==> config.mk <==
export PLATFORM = sky130hd
export DESIGN_NAME = ser_tx_cts
export DESIGN_NICKNAME = d
export VERILOG_FILES = /design/src/rtl/ser_tx_pkg.sv /design/src/rtl/ser_tx_hold.sv /design/src/rtl/ser_tx_par.sv /design/src/rtl/ser_tx_stopcalc.sv /design/src/rtl/ser_tx_engine.sv /design/src/rtl/ser_tx_cts.sv
export SDC_FILE = /design/constraint.sdc
export NUM_CORES = 1
export LEC_CHECK = 0
export ABC_AREA = 1
export BUFFER_PORTS_ARGS = -buffer_cell sky130_fd_sc_hd__buf_2
export CORE_ASPECT_RATIO = 1.4
export CORE_UTILIZATION = 37
export DETAILED_ROUTE_END_ITERATION = 10
export GPL_TIMING_DRIVEN = 0
export HOLD_SLACK_MARGIN = 0.03
export PLACE_DENSITY = 0.58
export SKIP_CTS_REPAIR_TIMING = 1
export SYNTH_ARGS = -nofsm -noshare
export SYNTH_HDL_FRONTEND = slang
export SYNTH_SLANG_ARGS = --single-unit
==> constraint.sdc <==
create_clock -name clk -period 1.2 [get_ports clk]
set_input_delay 0.06 -clock clk [delete_from_list [all_inputs] [get_ports clk]]
set_output_delay 0.06 -clock clk [all_outputs]
set_load 0.01 [all_outputs]
==> src/rtl/ser_tx_pkg.sv <==
package ser_tx_pkg;

  typedef enum logic [2:0] {
    TX_IDLE,
    TX_START,
    TX_DATA,
    TX_PAR,
    TX_STOP
  } tx_phase_t;

  typedef enum logic [1:0] {
    PK_EVEN = 2'b00,
    PK_ODD  = 2'b01,
    PK_ZERO = 2'b10,
    PK_ONE  = 2'b11
  } par_kind_t;

endpackage

==> src/rtl/ser_tx_hold.sv <==
module ser_tx_hold #(
  parameter int W = 8
) (
  input  logic         clk,
  input  logic         rst_n,
  input  logic         load,
  input  logic [W-1:0] din,
  input  logic         take,
  output logic         full,
  output logic [W-1:0] dout
);

  logic         full_q, full_d;
  logic [W-1:0] dat_q, dat_d;

  always_comb begin
    full_d = full_q;
    dat_d  = dat_q;
    if (take) begin
      full_d = 1'b0;
    end else if (load && !full_q) begin
      full_d = 1'b1;
      dat_d  = din;
    end
  end

  always_ff @(posedge clk or negedge rst_n) begin
    if (!rst_n) begin
      full_q <= 1'b0;
      dat_q  <= '0;
    end else begin
      full_q <= full_d;
      dat_q  <= dat_d;
    end
  end

  assign full = full_q;
  assign dout = dat_q;

endmodule

==> src/rtl/ser_tx_par.sv <==
module ser_tx_par
  import ser_tx_pkg::*;
#(
  parameter int W = 8
) (
  input  logic [W-1:0] data,
  input  logic [1:0]   len,
  input  logic [1:0]   kind,
  output logic         pbit
);

  localparam int MIN_BITS = W - 3;

  logic [W-1:0] mask;
  logic         odd_ones;

  for (genvar i = 0; i < W; i++) begin : g_mask
    assign mask[i] = (i < (MIN_BITS + int'(len)));
  end

  assign odd_ones = ^(data & mask);

  always_comb begin
    case (par_kind_t'(kind))
      PK_EVEN: pbit = odd_ones;
      PK_ODD:  pbit = ~odd_ones;
      PK_ZERO: pbit = 1'b0;
      default: pbit = 1'b1;
    endcase
  end

endmodule

==> src/rtl/ser_tx_stopcalc.sv <==
module ser_tx_stopcalc #(
  parameter int OVS = 16,
  parameter int CW  = 6
) (
  input  logic          one_x,
  input  logic [1:0]    len,
  input  logic [1:0]    sel,
  output logic [CW-1:0] stop_ticks,
  output logic [CW-1:0] bit_ticks
);

  localparam logic [CW-1:0] T_SHORT = CW'(OVS / 2 + 1);
  localparam logic [CW-1:0] T_ONE   = CW'(OVS);
  localparam logic [CW-1:0] T_HALF  = CW'(OVS + OVS / 2);
  localparam logic [CW-1:0] T_TWO   = CW'(2 * OVS);

  always_comb begin
    if (one_x) begin
      bit_ticks  = CW'(1);
      stop_ticks = sel[1] ? CW'(2) : CW'(1);
    end else begin
      bit_ticks = T_ONE;
      case (sel)
        2'b00:   stop_ticks = (len == 2'b00) ? T_ONE : T_SHORT;
        2'b01:   stop_ticks = T_ONE;
        2'b10:   stop_ticks = T_HALF;
        default: stop_ticks = T_TWO;
      endcase
    end
  end

endmodule

==> src/rtl/ser_tx_engine.sv <==
module ser_tx_engine
  import ser_tx_pkg::*;
#(
  parameter int W  = 8,
  parameter int CW = 6,
  parameter int IW = 3
) (
  input  logic          clk,
  input  logic          rst_n,
  input  logic          tick,
  input  logic          go,
  input  logic [W-1:0]  hold_data,
  input  logic [IW-1:0] last_idx_in,
  input  logic          pen_in,
  input  logic          pbit_in,
  input  logic [CW-1:0] stop_in,
  input  logic [CW-1:0] bitt_in,
  output logic          take,
  output logic          txd,
  output logic          busy
);

  tx_phase_t     ph_q, ph_d;
  logic [CW-1:0] cnt_q, cnt_d;
  logic [IW-1:0] idx_q, idx_d;
  logic [W-1:0]  sh_q, sh_d;
  logic          txd_q, txd_d;
  logic [IW-1:0] last_q, last_d;
  logic          pen_q, pen_d;
  logic          pbit_q, pbit_d;
  logic [CW-1:0] stop_q, stop_d;
  logic [CW-1:0] bitt_q, bitt_d;
  logic [CW-1:0] span;
  logic          span_end;

  assign span     = (ph_q == TX_STOP) ? stop_q : bitt_q;
  assign span_end = (cnt_q == span - CW'(1));

  always_comb begin
    ph_d   = ph_q;
    cnt_d  = cnt_q;
    idx_d  = idx_q;
    sh_d   = sh_q;
    txd_d  = txd_q;
    last_d = last_q;
    pen_d  = pen_q;
    pbit_d = pbit_q;
    stop_d = stop_q;
    bitt_d = bitt_q;
    take   = 1'b0;

    if (tick) begin
      if (ph_q == TX_IDLE || (ph_q == TX_STOP && span_end)) begin
        if (go) begin
          take   = 1'b1;
          ph_d   = TX_START;
          cnt_d  = '0;
          sh_d   = hold_data;
          txd_d  = 1'b0;
          last_d = last_idx_in;
          pen_d  = pen_in;
          pbit_d = pbit_in;
          stop_d = stop_in;
          bitt_d = bitt_in;
        end else begin
          ph_d  = TX_IDLE;
          cnt_d = '0;
          txd_d = 1'b1;
        end
      end else if (!span_end) begin
        cnt_d = cnt_q + CW'(1);
      end else begin
        cnt_d = '0;
        case (ph_q)
          TX_START: begin
            ph_d  = TX_DATA;
            idx_d = '0;
            txd_d = sh_q[0];
          end
          TX_DATA: begin
            if (idx_q == last_q) begin
              if (pen_q) begin
                ph_d  = TX_PAR;
                txd_d = pbit_q;
              end else begin
                ph_d  = TX_STOP;
                txd_d = 1'b1;
              end
            end else begin
              idx_d = idx_q + IW'(1);
              sh_d  = sh_q >> 1;
              txd_d = sh_q[1];
            end
          end
          TX_PAR: begin
            ph_d  = TX_STOP;
            txd_d = 1'b1;
          end
          default: begin
            ph_d  = TX_IDLE;
            txd_d = 1'b1;
          end
        endcase
      end
    end
  end

  always_ff @(posedge clk or negedge rst_n) begin
    if (!rst_n) begin
      ph_q   <= TX_IDLE;
      cnt_q  <= '0;
      idx_q  <= '0;
      sh_q   <= '0;
      txd_q  <= 1'b1;
      last_q <= '0;
      pen_q  <= 1'b0;
      pbit_q <= 1'b0;
      stop_q <= '0;
      bitt_q <= '0;
    end else begin
      ph_q   <= ph_d;
      cnt_q  <= cnt_d;
      idx_q  <= idx_d;
      sh_q   <= sh_d;
      txd_q  <= txd_d;
      last_q <= last_d;
      pen_q  <= pen_d;
      pbit_q <= pbit_d;
      stop_q <= stop_d;
      bitt_q <= bitt_d;
    end
  end

  assign txd  = txd_q;
  assign busy = (ph_q != TX_IDLE);

endmodule

==> src/rtl/ser_tx_cts.sv <==
module ser_tx_cts #(
  parameter int W   = 8,
  parameter int OVS = 16
) (
  input  logic         clk,
  input  logic         rst_n,
  input  logic         baud_tick,
  input  logic         ext_1x,
  input  logic         ld,
  input  logic [W-1:0] ld_data,
  input  logic [1:0]   char_len,
  input  logic         par_en,
  input  logic [1:0]   par_kind,
  input  logic [1:0]   stop_sel,
  input  logic         cts_en,
  input  logic         cts_n,
  output logic         txd,
  output logic         ready,
  output logic         busy
);

  localparam int CW       = $clog2(2 * OVS + 1);
  localparam int IW       = $clog2(W);
  localparam int MIN_BITS = W - 3;

  logic [1:0]    rs_q;
  logic          rst_i;
  logic          hold_full;
  logic [W-1:0]  hold_data;
  logic          take;
  logic          go;
  logic          pbit;
  logic [CW-1:0] stop_ticks;
  logic [CW-1:0] bit_ticks;
  logic [IW-1:0] last_idx;

  always_ff @(posedge clk or negedge rst_n) begin
    if (!rst_n) begin
      rs_q <= 2'b00;
    end else begin
      rs_q <= {rs_q[0], 1'b1};
    end
  end
  assign rst_i = rs_q[1];

  assign go       = hold_full & (~cts_en | ~cts_n);
  assign last_idx = IW'(MIN_BITS - 1) + IW'(char_len);

  ser_tx_hold #(.W(W)) u_hold (
    .clk  (clk),
    .rst_n(rst_i),
    .load (ld),
    .din  (ld_data),
    .take (take),
    .full (hold_full),
    .dout (hold_data)
  );

  ser_tx_par #(.W(W)) u_par (
    .data(hold_data),
    .len (char_len),
    .kind(par_kind),
    .pbit(pbit)
  );

  ser_tx_stopcalc #(.OVS(OVS), .CW(CW)) u_stop (
    .one_x     (ext_1x),
    .len       (char_len),
    .sel       (stop_sel),
    .stop_ticks(stop_ticks),
    .bit_ticks (bit_ticks)
  );

  ser_tx_engine #(.W(W), .CW(CW), .IW(IW)) u_eng (
    .clk        (clk),
    .rst_n      (rst_i),
    .tick       (baud_tick),
    .go         (go),
    .hold_data  (hold_data),
    .last_idx_in(last_idx),
    .pen_in     (par_en),
    .pbit_in    (pbit),
    .stop_in    (stop_ticks),
    .bitt_in    (bit_ticks),
    .take       (take),
    .txd        (txd),
    .busy       (busy)
  );

  assign ready = ~hold_full;

endmodule

## After elaboration in Yosys (flattened, before gate mapping)

Cells that the tools add are included.

| operators by class | value |
|---|---|
| add/subtract/negate cells | 5 |
| $lt $le $gt $ge | 8 |
| equality and inequality tests | 14 |
| mux-type cells | 33 |
| bitwise operators | 9 |
| reductions and logical operators | 20 |

Operators by type and width:

| kind | count |
|---|---|
| $lt A4 B32 Y1 const A | 4 |
| $lt A3 B32 Y1 const A | 2 |
| $mux W8 | 5 |
| $lt A2 B32 Y1 const A | 1 |
| $mux W6 | 4 |
| $pmux W6 S3 | 1 |
| $mux W3 | 5 |
| $mux W1 | 11 |
| $mux W5 | 2 |
| $reduce_and A5 Y1 | 2 |
| $pmux W3 S3 | 1 |
| $and A8 B8 Y8 | 1 |
| $reduce_bool A2 Y1 | 4 |
| $reduce_xor A8 Y1 | 1 |
| $add A6 B1 Y6 const B | 1 |
| $eq A3 B2 Y1 const B | 2 |
| $eq A6 B6 Y1 | 1 |
| $logic_not A2 Y1 | 3 |
| $not A1 Y1 | 6 |
| $pmux W3 S2 | 1 |
| $reduce_and A3 Y1 | 2 |
| $sub A6 B1 Y6 const B | 1 |
| $add A3 B2 Y4 const A | 1 |
| $eq A2 B1 Y1 const B | 2 |
| 21 further kinds | 25 |

| storage, ports and cells | value |
|---|---|
| register bits after elaboration | 49 |
| input port bits | 22 |
| output and inout bits | 3 |
| logic and storage cells | 102 |

## Depth between registers and ports, before layout

| depth | value |
|---|---|
| depth after elaboration | 10 |
| depth in mapped cells | 18 |

## Modules after synthesis

A second synthesis with hierarchy kept.

| unflattened totals | value |
|---|---|
| cells, all modules | 401 |
| area, all modules | 3138.0 µm² |

Modules (own cells, without submodules):

| module | instances | cells each | area each (µm²) |
|---|---|---|---|
| ser_tx_engine | 1 | 297 | 2391.0 |
| ser_tx_hold | 1 | 38 | 360.3 |
| ser_tx_par | 1 | 35 | 166.4 |
| ser_tx_stopcalc | 1 | 26 | 153.9 |
| ser_tx_cts | 1 | 5 | 66.3 |

## Least setup slack after synthesis

Ideal clock, no wire load.

| path | value |
|---|---|
| kind | register to register |
| start point | register u_eng.ph_q[0] |
| end point | register u_eng.bitt_q[0] |
| data arrival time | 2.380 ns |
| setup slack | -1.303 ns |
| stages on the path, launching flop included | 18 |
| clock period less this slack | 2.503 ns |
| cells stage by stage | dfrtp_1 nor2_2 nand2_2 nand2_1 nand2_1 ha_1 ha_1 xor2_1 nand2_1 nor2_1 nand2_1 nor2_1 nand2_2 nand2_4 nand3_4 buf_6 nor2_4 a21oi_1 |

| on the way | value |
|---|---|
| word-level cells in the longest chain between the ends | 7 |

RTL lines:

| element | RTL line | source |
|---|---|---|
| start, declared | ser_tx_engine.sv:23 | `tx_phase_t ph_q, ph_d;` |
| start signal, assigned | ser_tx_engine.sv:121 | `ph_q <= ph_d;` |
| $eq A3 B3 Y1 | ser_tx_engine.sv:36, ser_tx_engine.sv:53 |  |
| $mux W6 | ser_tx_engine.sv:36 | `assign span = (ph_q == TX_STOP) ? stop_q : bitt_q;` |
| $sub A6 B1 Y6 | ser_tx_engine.sv:37 | `assign span_end = (cnt_q == span - CW'(1));` |
| $eq A6 B6 Y1 | ser_tx_engine.sv:37 |  |
| $logic_and A1 B1 Y1 | ser_tx_engine.sv:53 | `if (ph_q == TX_IDLE \|\| (ph_q == TX_STOP && span_end)) begin` |
| $logic_or A1 B1 Y1 * | ser_tx_engine.sv:53 |  |
| $reduce_and A3 Y1 (no line) * | -- |  |
| end signal, assigned | ser_tx_engine.sv:130 | `bitt_q <= bitt_d;` |
| end, declared | ser_tx_engine.sv:32 | `logic [CW-1:0] bitt_q, bitt_d;` |

Every way passes the cells marked *; elsewhere a longest branch is shown, timed or not.
A chain may end at the register's enable or synchronous reset.

## Worst setup path in the final report

| path | value |
|---|---|
| start point | register u_eng.ph_q[1] |
| end point | register u_eng.stop_q[3] |

| on the way | value |
|---|---|
| word-level cells in the longest chain between the ends | 7 |

RTL lines:

| element | RTL line | source |
|---|---|---|
| $eq A3 B3 Y1 | ser_tx_engine.sv:36, ser_tx_engine.sv:53 |  |
| $mux W6 | ser_tx_engine.sv:36 |  |
| $sub A6 B1 Y6 | ser_tx_engine.sv:37 |  |
| $eq A6 B6 Y1 | ser_tx_engine.sv:37 |  |
| $logic_and A1 B1 Y1 | ser_tx_engine.sv:53 |  |
| $logic_or A1 B1 Y1 * | ser_tx_engine.sv:53 |  |
| $reduce_and A3 Y1 (no line) * | -- |  |
| end signal, assigned | ser_tx_engine.sv:129 | `stop_q <= stop_d;` |
| end, declared | ser_tx_engine.sv:31 | `logic [CW-1:0] stop_q, stop_d;` |

Marks and branches as above.

==> results.yml <==
outcome:
  outcome: "complete, but fails checks"
  violations: "negative setup slack"
job:
  drv_cap: 0
clocking:
  cts_sinks: 44
  clk_latency_ns: 0.29
  path_clk_slew_ns: 0.08
  cts_made_buffers: 5
  clockBufferDepth: 2
  clockRootBuffer: "clkbuf_8"
  cts_tree: "done"
  htreeDepth: 2
worst_hold_path:
  hp-class: "input pin to flop"
global_routing:
  grt_first_pass_wirelength_um: 9528
  grt_usage_pct: 16.91
  antenna_found_initial: 0
  grt_pass1_vias: 2100
  grt-ovfl-total: 0
  grt_max_degree: 43
synth:
  synth_top_family_by_area: "simple AND/OR/NAND/NOR gates"
  synthMuxAreaShare_pct: 2.664
  synth_area_sq_um: 2536
  yosys.area_share.xor_xnor_pct: 5.180
  synth_adder_area_share_pct: 2.960
  synth-compound-area-share_pct: 5.476
  synth_cell_type_count: 30
  netlist_instances: 324
  ys_ff_latch: 44
  syn-num-nets: 352
  synthSimpleGateAreaFrac_pct: 33.94
  avgSynthCellArea_sq_um: 7.828
  ys_seq_area_share_pct: 43.46
  synth.yosys.warnings: 0
timing:
  hold_violations: 0
  slew_headroom_pct: 64.17
  max_freq_mhz: 395.5
  worst_slew_pin_slew_ns: 0.5375
  period_share_pct: 210.7
  drv_slew: 0
  setup_ws_ns: -1.328
  fin_skew_ns: 0.006460
  rsz0062_at_grt: "true"
  finalSetupViolations: 35
  period_minus_slack_ns: 2.528
layout:
  utilization_pct: 49.82
  fin_nets: 408
  nFillCells: 650
  fin_area_sq_um: 3294
  mostFrequentLayoutCell: "nand2_1"
  layout_common_cells: "nand2_1, dfrtp_1, nand3_1"
  antennaDiodeCount: 0
  layout-drive-gt1-share_pct: 24.93
  syn_to_final_growth_pct: 29.90
route:
  routed_wl_um: 5941
  drc_errors: 0
  vias: 2295
  dr.pass1.iters: 4
  drt-initial-drc-count: 71
  ant_nets: 0
  wl_per_cell_um: 12.56
  vias_per_cell: 4.852
worst_setup_path:
  crit_buf_inv: 1
  critPathKind: "flop to flop"
  slowest_stage: "dfrtp_1"
  cp.arrival_ns: 2.77
  crit_path_end_kind: "flop"
  cp_max_fo: 5
  crit_chain: "nor2_4 -> nand2_4 -> nand2_4 -> nand2_4 -> ha_4 -> ha_4 -> xor2_2 -> nand2_1 -> nor2_2 -> nand2_1 -> nor2_2 -> nand2_2 -> nand2_4 -> nand3_4 -> buf_8 -> nor2_4 -> nand2_1 -> nand2_1"
  crit_family: "simple AND/OR/NAND/NOR gates"
  required_ns: 1.44
  critPathMaxStageDelay_ns: 0.41
  startpoint_type: "flop"
power:
  total_power_mw: 8.197
  p_per_area_nw_per_um2: 2488
  irDropWorstVdd_mv: 1.497
  p_leak_nw: 1.637
place:
  gp_congestion: 0.7926
  port_buffers: 24
  place_area_sq_um: 2841
  dp_hpwl_um: 4274
die:
  die-area_sq_um: 7194
  placementRows: 35
  die_w_um: 71.97
  ios: 25
  initial_utilization_pct: 38.35
  coreArea_sq_um: 6613
  die_y_um: 99.96
==> per-stage QoR <==
stage / setup WS (ns) / TNS, ns / hold WS [ns] / std cells
after floorplan: -1.228 / -38.92 / -0.2356 / 324
after global placement: -1.693 / -51.24 / -0.1560 / 440
after detailed placement: -1.703 / -52.23 / -0.1544 / 440
after CTS: -1.719 / -53.16 / -0.4760 / 448
after global routing: -1.510 / -48.99 / 0.03101 / 473
final: -1.328 / -42.79 / 0.02132 / 473
==> per-layer routing <==
| metal | vias up | part of all wire [%] | track usage, % |
|---|---|---|---|
| met5 | - | 0 | 0 |
| met4 | 0 | 0.81 | 4.977 |
| met3 | 4 | 1.8 | 2.410 |
| met2 | 35 | 57 | 32.00 |
| met1 | 1092 | 41 | 19.39 |
| li1 | 1164 | - | - |
==> power breakdown <==
part / total, mW / switching (mW) / internal (mW) / leakage [nW]
clock: 0.949 / 0.479 / 0.470 / 0.0455
sequential: 2.62 / 0.540 / 2.08 / 0.545
combinational: 4.63 / 2.54 / 2.08 / 1.05
==> cell families after synthesis <==
logic type               Yosys count
other                              1
flip-flops                        44
buffers and inverters             36
XOR/XNOR                          15
adder cells (fa/ha/maj)            6
multiplexers                       6
AO/OA/AOI/OAI                     26
AND/OR/NAND/NOR                  190
==> area by class of cell <==
class / instances / area, sq um / share of cell area [%]
flip-flops and latches: 44 / 1107 / 33.61
repair buffers: 49 / 351.6 / 10.67
inverters: 28 / 111.4 / 3.380
well taps: 92 / 115.1 / 3.494
multi-input cells: 244 / 1436 / 43.60
clock buffers: 8 / 90.09 / 2.735
plain buffers: 8 / 82.58 / 2.507
==> registers in the layout, indices dropped and copies added (netlist names) <==
signal        cells
u_eng.sh_q        8
u_hold.dout       8
u_eng.pbit_q      1
u_eng.bitt_q      2
u_eng.stop_q      5
u_hold.full       1
u_eng.cnt_q       6
rs_q              2
u_eng.pen_q       1
u_eng.txd         1
u_eng.last_q      3
u_eng.idx_q       3
u_eng.ph_q        3
==> cell usage after synthesis <==
master,number,area (sq um)
nand3b_1,2,15.01
conb_1,1,3.750
a21oi_1,7,35.03
xor2_1,5,43.79
xnor2_1,10,87.58
buf_2,2,10.01
nand2_1,100,375.4
mux2_2,6,67.56
nor2_2,2,12.51
o211ai_1,2,15.01
clkbuf_1,3,11.26
o2111ai_1,1,8.760
nand3_2,3,30.03
o21ai_1,1,5.000
dfrtp_1,43,1076
buf_6,2,22.52
dfstp_2,1,26.28
nand4_1,9,56.30
nand2b_1,2,12.51
nand3_4,1,17.52
ha_1,6,75.07
o21ai_0,15,75.07
nand2_4,1,11.26
inv_1,28,105.1
nand2_2,2,12.51
nand3_1,42,210.2
nor2_4,1,11.26
buf_4,1,7.510
or2_1,1,6.260
nor2_1,24,90.09
==> worst paths after layout <==
path / startpoint / end / slack [ns] / cells past startpoint
max: u_eng.ph_q[1]$_DFFE_PN0P_ / u_eng.stop_q[3]$_DFFE_PN0P_ / -1.33 / 18
min: ld_data[7] / u_hold.dout[7]$_DFFE_PN0P_ / 0.02 / 3
max reg2reg: u_eng.ph_q[1]$_DFFE_PN0P_ / u_eng.stop_q[3]$_DFFE_PN0P_ / -1.33 / 18
min reg2reg: rs_q[1]$_DFF_PN0_ / u_hold.dout[0]$_DFFE_PN0P_ / 0.32 / 0
max in group asynchronous: rs_q[1]$_DFF_PN0_ / u_eng.ph_q[0]$_DFFE_PN0P_ / 0.49 / 0
min in group asynchronous: rst_n / rs_q[1]$_DFF_PN0_ / 0.09 / 2
==> tightest hold or removal path: cells and delay by family <==
kind	cells	cell delay, ns
AO/OA/AOI/OAI	1	0.10
buffers and inverters	1	0.08
AND/OR/NAND/NOR	1	0.04
Note: power is estimated with default switching activity, not from simulation.
